===== config.mk =====
export PLATFORM = sky130hd
export DESIGN_NAME = wm_ctrl
export DESIGN_NICKNAME = d
export VERILOG_FILES = /design/src/rtl/wm_pkg.sv /design/src/rtl/wm_work_next.sv /design/src/rtl/wm_chain_next.sv /design/src/rtl/wm_ctrl.sv
export SDC_FILE = /design/constraint.sdc
export NUM_CORES = 1
export LEC_CHECK = 0
export BUFFER_PORTS_ARGS = -buffer_cell sky130_fd_sc_hd__buf_2
export CAP_MARGIN = 25
export CORE_AREA = 3 3 40 42
export CTS_CLUSTER_SIZE = 40
export DETAILED_ROUTE_END_ITERATION = 12
export DIE_AREA = 0 0 43 45
export PLACE_DENSITY_LB_ADDON = 0.05
export SYNTH_ARGS = -nofsm -noshare
export SYNTH_HDL_FRONTEND = slang
export SYNTH_SLANG_ARGS = --single-unit

===== constraint.sdc =====
create_clock -name clk -period 3.5 [get_ports clk]
set_clock_uncertainty 0.1 [all_clocks]
set_input_delay 0.7 -clock clk [delete_from_list [all_inputs] [get_ports clk]]
set_output_delay 0.7 -clock clk [all_outputs]
set_load 0.01 [all_outputs]

===== src/rtl/wm_pkg.sv =====
`timescale 1ns/1ps
package wm_pkg;
    localparam int IN_W      = 2;
    localparam int N_IN      = 1 << IN_W;
    localparam int N_WORK    = 7;
    localparam int CODE_W    = 3;
    localparam int ST_W      = CODE_W + 1;
    localparam int TBL_W     = N_WORK * N_IN * CODE_W;
    localparam int FULL_ST   = 3;
    localparam logic [CODE_W-1:0] FREE_CODE = CODE_W'(N_WORK);

    typedef enum logic [ST_W-1:0] {
        S0 = 4'h0, S1 = 4'h1, S2 = 4'h2, S3 = 4'h3,
        S4 = 4'h4, S5 = 4'h5, S6 = 4'h6,
        W1 = 4'h7, W2 = 4'h8, W3 = 4'h9, W4 = 4'hA,
        W5 = 4'hB, W6 = 4'hC, W7 = 4'hD, W8 = 4'hE, W9 = 4'hF
    } st_e;

    // Default working table: code N_IN-1 is free except in FULL_ST.
    function automatic logic [TBL_W-1:0] default_table();
        logic [TBL_W-1:0] t;
        t = '0;
        for (int s = 0; s < N_WORK; s++) begin
            for (int i = 0; i < N_IN; i++) begin
                if (i == N_IN - 1 && s != FULL_ST)
                    t[(s*N_IN+i)*CODE_W +: CODE_W] = FREE_CODE;
                else
                    t[(s*N_IN+i)*CODE_W +: CODE_W] = CODE_W'((s + i + 1) % N_WORK);
            end
        end
        return t;
    endfunction
endpackage


===== src/rtl/wm_work_next.sv =====
`timescale 1ns/1ps
module wm_work_next
    import wm_pkg::*;
#(
    parameter logic [TBL_W-1:0] TBL = default_table()
) (
    input  logic [CODE_W-1:0] code,
    input  logic [IN_W-1:0]   din,
    output logic [CODE_W-1:0] nxt_code,
    output logic              free
);
    logic [CODE_W+IN_W-1:0] idx;

    always_comb begin
        idx = {code, din};
        if (int'(code) < N_WORK)
            nxt_code = TBL[CODE_W*int'(idx) +: CODE_W];
        else
            nxt_code = FREE_CODE;
        free = (nxt_code == FREE_CODE);
    end
endmodule


===== src/rtl/wm_chain_next.sv =====
`timescale 1ns/1ps
module wm_chain_next
    import wm_pkg::*;
(
    input  st_e cur,
    output st_e nxt
);
    always_comb begin
        unique case (cur)
            W1:      nxt = W2;
            W2:      nxt = W3;
            W3:      nxt = W4;
            W4:      nxt = W5;
            W5:      nxt = W6;
            W6:      nxt = W7;
            W7:      nxt = W8;
            W8:      nxt = W9;
            W9:      nxt = S0;
            default: nxt = S0;
        endcase
    end
endmodule


===== src/rtl/wm_ctrl.sv =====
`timescale 1ns/1ps
module wm_ctrl
    import wm_pkg::*;
#(
    parameter logic [TBL_W-1:0] NEXT_TBL = default_table()
) (
    input  logic            clk,
    input  logic            rst,
    input  logic [IN_W-1:0] din,
    input  logic            wm_en,
    output logic [ST_W-1:0] dout
);
    st_e               state;
    st_e               state_n;
    st_e               chain_n;
    logic [CODE_W-1:0] work_code;
    logic              work_free;

    wm_work_next #(.TBL(NEXT_TBL)) u_work (
        .code     (state[CODE_W-1:0]),
        .din      (din),
        .nxt_code (work_code),
        .free     (work_free)
    );

    wm_chain_next u_chain (
        .cur (state),
        .nxt (chain_n)
    );

    // state register
    always_ff @(posedge clk) begin
        if (rst)
            state <= S0;
        else
            state <= state_n;
    end

    // next-state selection
    always_comb begin
        unique case (state)
            S0, S1, S2, S3, S4, S5, S6: begin
                if (wm_en || work_free)
                    state_n = W1;
                else
                    state_n = st_e'({1'b0, work_code});
            end
            W1, W2, W3, W4, W5, W6, W7, W8, W9:
                state_n = chain_n;
            default:
                state_n = S0;
        endcase
    end

    // outputs: flag bit over the lower code bits
    always_comb begin
        dout = state;
    end
endmodule


; ---- Yosys cells after proc, flatten, opt, wreduce, memory -nomap -nowiden
; Memory sizes are Yosys's and may differ from the RTL's. A register that Yosys moved wholly into a read port is not among the register bits.
; Cells that the tools add are included.
[word_totals]
register_bits = 4
romBits = 64
elab_cells = 29
n_memories = 1
[mem_list]
columns = name, words, word_bits, rd, rd_ports_with_merged_regs, write_ports, line
row1 = (name not given), 16, 4, 1, 1, 0, wm_chain_next.sv:9  ; unique case (cur)
[op_classes]
multipliers = 1
magnitude_cmp = 1
n_eq_ne = 16
n_shift = 1
muxes = 4
reduce_logical = 4
[op_table]
columns = operator, n
row1 = "84-bit by 32-bit indexed part select with 3-bit output, first input constant", 1
row2 = "4-bit equality test, second input constant", 8
row3 = "4-bit by 3-bit equality test with 1-bit output, second input constant", 4
row4 = 9-bit OR reduction, 1
row5 = "4-bit by 2-bit equality test with 1-bit output, second input constant", 2
row6 = 4-bit one-hot mux with 2 select lines, 1
row7 = "2-bit by 5-bit multiplier with 7-bit output, first input constant", 1
row8 = 7-bit OR reduction, 1
row9 = 3-bit 2-to-1 mux, 2
row10 = "4-bit by 1-bit equality test with 1-bit output, second input constant", 1
row11 = 4-bit zero test, 1
row12 = 4-bit 2-to-1 mux, 1
row13 = "3-bit equality test, second input constant", 1
row14 = "3-bit < comparator, second input constant", 1
row15 = 1-bit logical OR, 1

; ---- Longest topological paths before layout
[logic_depth]
ltp_word = 8
ltp_mapped = 10
mapped_depth_nobuf = 10

; ---- Hierarchy
; From an unflattened synthesis, not the netlist that was laid out.
[unflattened]
hier_cells = 55
area_unflattened_um2 = 499.2
[modules_own_cells]
columns = mod, instances, cells_each, area_each_um2
row1 = wm_work_next, 1, 32, 279.0
row2 = wm_ctrl, 1, 15, 157.7
row3 = wm_chain_next, 1, 8, 62.6

; ---- Worst setup path before layout
; No wires, ideal clock.
[synth_timing]
kind = input to register
start = input port din[0]
end = register u_chain.nxt[3] (netlist name)
setup_ps = 116
arrival_ps = 2197
t_required_ps = 3284
path_slack_ps = 1087
stages = 8
path_buffers = 0
path_cell_list = inv_1 -> ha_1 -> o31ai_1 -> a221oi_1 -> a311oi_1 -> ha_1 -> a21oi_2 -> a41o_1
[synth_via]
elab_chain_cells = 8
[synth_lines]
columns = item, line
row1 = from (decl), wm_ctrl.sv:9  ; input logic [IN_W-1:0] din,
row2 = 2-bit by 5-bit multiplier with 7-bit output *, wm_work_next.sv:17  ; nxt_code = TBL[CODE_W*int'(idx) +: CODE_W];
row3 = 84-bit by 32-bit indexed part select with 3-bit output *, wm_work_next.sv:17
row4 = 3-bit 2-to-1 mux *, wm_work_next.sv:16  ; if (int'(code) < N_WORK)
row5 = 3-bit equality test, wm_work_next.sv:20  ; free = (nxt_code == FREE_CODE);
row6 = 1-bit logical OR, wm_ctrl.sv:43  ; if (wm_en || work_free)
row7 = 3-bit 2-to-1 mux *, wm_ctrl.sv:43
row8 = 4-bit one-hot mux with 2 select lines *, wm_ctrl.sv:41  ; unique case (state)
row9 = 4-bit 2-to-1 mux (no source line) *, --
; Every way passes the cells marked *; elsewhere a longest branch is shown, timed or not.
; A chain may end at the register's enable or synchronous reset.

; ---- Worst setup path after layout
[layout_timing]
start = input port din[0]
end = register u_chain.nxt[3] (netlist name)
[layout_via]
elab_chain_cells = 8
[layout_lines]
columns = item, line
row1 = 2-bit by 5-bit multiplier with 7-bit output *, wm_work_next.sv:17
row2 = 84-bit by 32-bit indexed part select with 3-bit output *, wm_work_next.sv:17
row3 = 3-bit 2-to-1 mux *, wm_work_next.sv:16
row4 = 3-bit equality test, wm_work_next.sv:20
row5 = 1-bit logical OR, wm_ctrl.sv:43
row6 = 3-bit 2-to-1 mux *, wm_ctrl.sv:43
row7 = 4-bit one-hot mux with 2 select lines *, wm_ctrl.sv:41
row8 = 4-bit 2-to-1 mux (no source line) *, --
; Marked as above.

==> results.sh <==
export IMPL_status="complete, no violations"
export IMPL_wl_per_cell_um=12.48
export IMPL_min_path_type="reg -> reg"
export IMPL_end_kind="flop"
export IMPL_cts_sinks=8
export IMPL_root_buffer="clkbuf_4"
export IMPL_comb_power_share=0.263
export IMPL_drtAntennaViolNets=0
export IMPL_clkTransAtPathRegs_ns=0.05
export IMPL_finalSetupViolations=0
export IMPL_post_cts_resized=0
export IMPL_ys_ff_latch=8
export IMPL_grt_start_max_net_pins=16
export IMPL_cts_tree="done"
export IMPL_avgSynthCellArea_um2=9.113
export IMPL_setup_slack_ns=0.9565
export IMPL_worstPathRequired_ns=3.55
export IMPL_synth_top_family_by_area="compound AO/OA/AOI/OAI gates"
export IMPL_crit_arrival_ns=2.59
export IMPL_highest_layer="met3"
export IMPL_drv_cap=0
export IMPL_synth_edf_count=0
export IMPL_core_area_um2=1285
export IMPL_postCtsHoldBufs=0
export IMPL_die_height_um=45
export IMPL_vias=505
export IMPL_yosysWarnings=0
export IMPL_nets=91
export IMPL_die_x_um=43
export IMPL_diodes=0
export IMPL_ctsLongestPathBuffers=2
export IMPL_start_kind="input port"
export IMPL_start_util=0.4752
export IMPL_grt_pass1_vias=425
export IMPL_synth_simple_gate_area_frac=0.1680
export IMPL_portBuffers=8
export IMPL_rows=13
export IMPL_min_path_cells=1
export IMPL_critPathKind="in -> reg"
export IMPL_drcViolationCount=0
export IMPL_cts_buffers_inserted=3
export IMPL_syn_nets=81
export IMPL_min_period_ns=2.543
export IMPL_power_leakage_nw=0.3142
export IMPL_fmax_mhz=393.2
export IMPL_slew_violations=0
export IMPL_post_cts_setup_buffer_count=0
export IMPL_ios=9
export IMPL_peakVddDrop_uv=221.1
export IMPL_whs_ns=0.3189
export IMPL_synthFlopType="dfxtp_1"
export IMPL_gp_congestion=0.7481
export IMPL_dp_cells=87
export IMPL_p_int_mw=0.1678
export IMPL_fp_dieArea_um2=1935
export IMPL_first_pass_iters=4
export IMPL_final_cell_mix="nor2_1, ha_1, dfxtp_1, buf_2, mux2i_1"
export IMPL_power_density_nw_per_um2=376.5
export IMPL_tns_ns=0
export IMPL_stdcell_count=90
export IMPL_synth_xor_area_frac=0
export IMPL_preCtsSetupSlack_ns=0.6828
export IMPL_reg2reg_depth=6
export IMPL_seq_area_um2=160.2
export IMPL_wl_met1_um=579
export IMPL_syn_cell_area_um2=610.6
export IMPL_fillers=131
export IMPL_dr_first_iter_drc_count=13
export IMPL_wl_met3_um=72
export IMPL_fin_crit_sh=0.7267
export IMPL_final_core_util=0.5229
export IMPL_synthArstFlopShare=0
export IMPL_cts_max_level=1
export IMPL_wl_met2_um=471
export IMPL_antenna_found_initial=0
export IMPL_viasPerCell=5.611
export IMPL_synth_compound_area_frac=0.2520
export IMPL_pwr_share_seq=0.459
export IMPL_areaGrowthSynthToFinish_pct=10.04
export IMPL_overflow=0
export IMPL_ys_types=30
export IMPL_swShare=0.3367
export IMPL_post_dp_hpwl_um=882.2
export IMPL_grt_pass1_wl_um=1883
export IMPL_relSlewSlack=0.6337
export IMPL_insertion_delay_ns=0.25
export IMPL_power_switching_mw=0.08517
export IMPL_synth_fa_ha_area_frac=0.1844
export IMPL_power_frac_clock=0.278
export IMPL_grtUsageTotal=0.1343
export IMPL_syn_inst=67
export IMPL_grt_setup_unrepaired="false"
export IMPL_drive_gt1_frac=0.1867
export IMPL_muxShareOfSynthArea=0.08197
export IMPL_ys_seq_area_frac=0.2623
export IMPL_multi_input_area_um2=419.2
export IMPL_hold_viol_final=0
export IMPL_cp_max_fo=8
export IMPL_drt_wl_total_um=1123
export IMPL_worst_pin_slew_ns=0.5488
## cells in the mapped netlist (2+ instances only)
library cell,count,area share
a211oi_1,2,0.025
nor2_1,9,0.055
dfxtp_1,8,0.26
o21ai_0,4,0.033
inv_1,3,0.018
a21oi_1,3,0.025
mux2i_1,5,0.082
buf_4,2,0.025
ha_1,9,0.18
a311oi_1,2,0.029
## layer usage
layer  GRT usage  vias up
met5           0        -
met1      0.1792      227
met4     0.03614        0
met2      0.1886       12
li1            -      266
met3     0.07171        0
## worst paths after layout
check	to	slack (ns)	start
max reg2reg	u_chain.nxt[3]	1.33	dout[0]
min reg2reg	u_chain.nxt[0]	0.32	u_chain.nxt[0]
min	u_chain.nxt[0]	0.32	u_chain.nxt[0]
max	u_chain.nxt[3]	0.96	din[0]
## metrics by stage
stage / power [mW] / instance area (um^2)
3_3_place_gp: 0.1855 / 649.4
5_1_grt: 0.2746 / 671.9
6_report: 0.2529 / 671.9
2_1_floorplan: 0.1669 / 610.6
3_5_place_dp: 0.1850 / 649.4
4_1_cts: 0.2569 / 671.9
## power groups by stage
| stage | Sequential (mW) | Clock (mW) | Combinational [mW] |
|---|---|---|---|
| global placement | 0.118 | 0 | 0.0675 |
| CTS | 0.116 | 0.0737 | 0.0670 |
| global route | 0.118 | 0.0808 | 0.0757 |
| finish | 0.116 | 0.0704 | 0.0665 |
| floorplan | 0.108 | 0 | 0.0588 |
| detailed placement | 0.118 | 0 | 0.0670 |
## logic make-up (layout without fill, tap and decap cells)
logic type | Yosys count | in the layout
AOI/OAI and AO/OA | 20 | 20
adders and majority gates | 9 | 9
buffers and inverters | 6 | 14
DFF | 8 | 8
muxes | 5 | 5
and+or+nand+nor | 19 | 19
## area by class of cell
type / count / share of cell area
multi-input cells: 53 / 0.6238
inverters: 3 / 0.01676
repair buffers: 8 / 0.05959
well taps: 15 / 0.02793
clock buffers: 3 / 0.03352
flip-flops and latches: 8 / 0.2384
## critical path: stages
cell and delay, ns:
buf_2 0.16, inv_1 0.09, ha_1 0.33, nor2_1 0.11, a21oi_1 0.05, o211ai_1 0.17
o21ai_0 0.16, a211oi_1 0.35, ha_1 0.22, a21oi_2 0.06, a41o_1 0.19
## state kept, by name, indices dropped and copies added, names as in the netlist
name and count:
dout 4, u_chain.nxt 4
No activity file was read; power rests on OpenSTA's default activity.
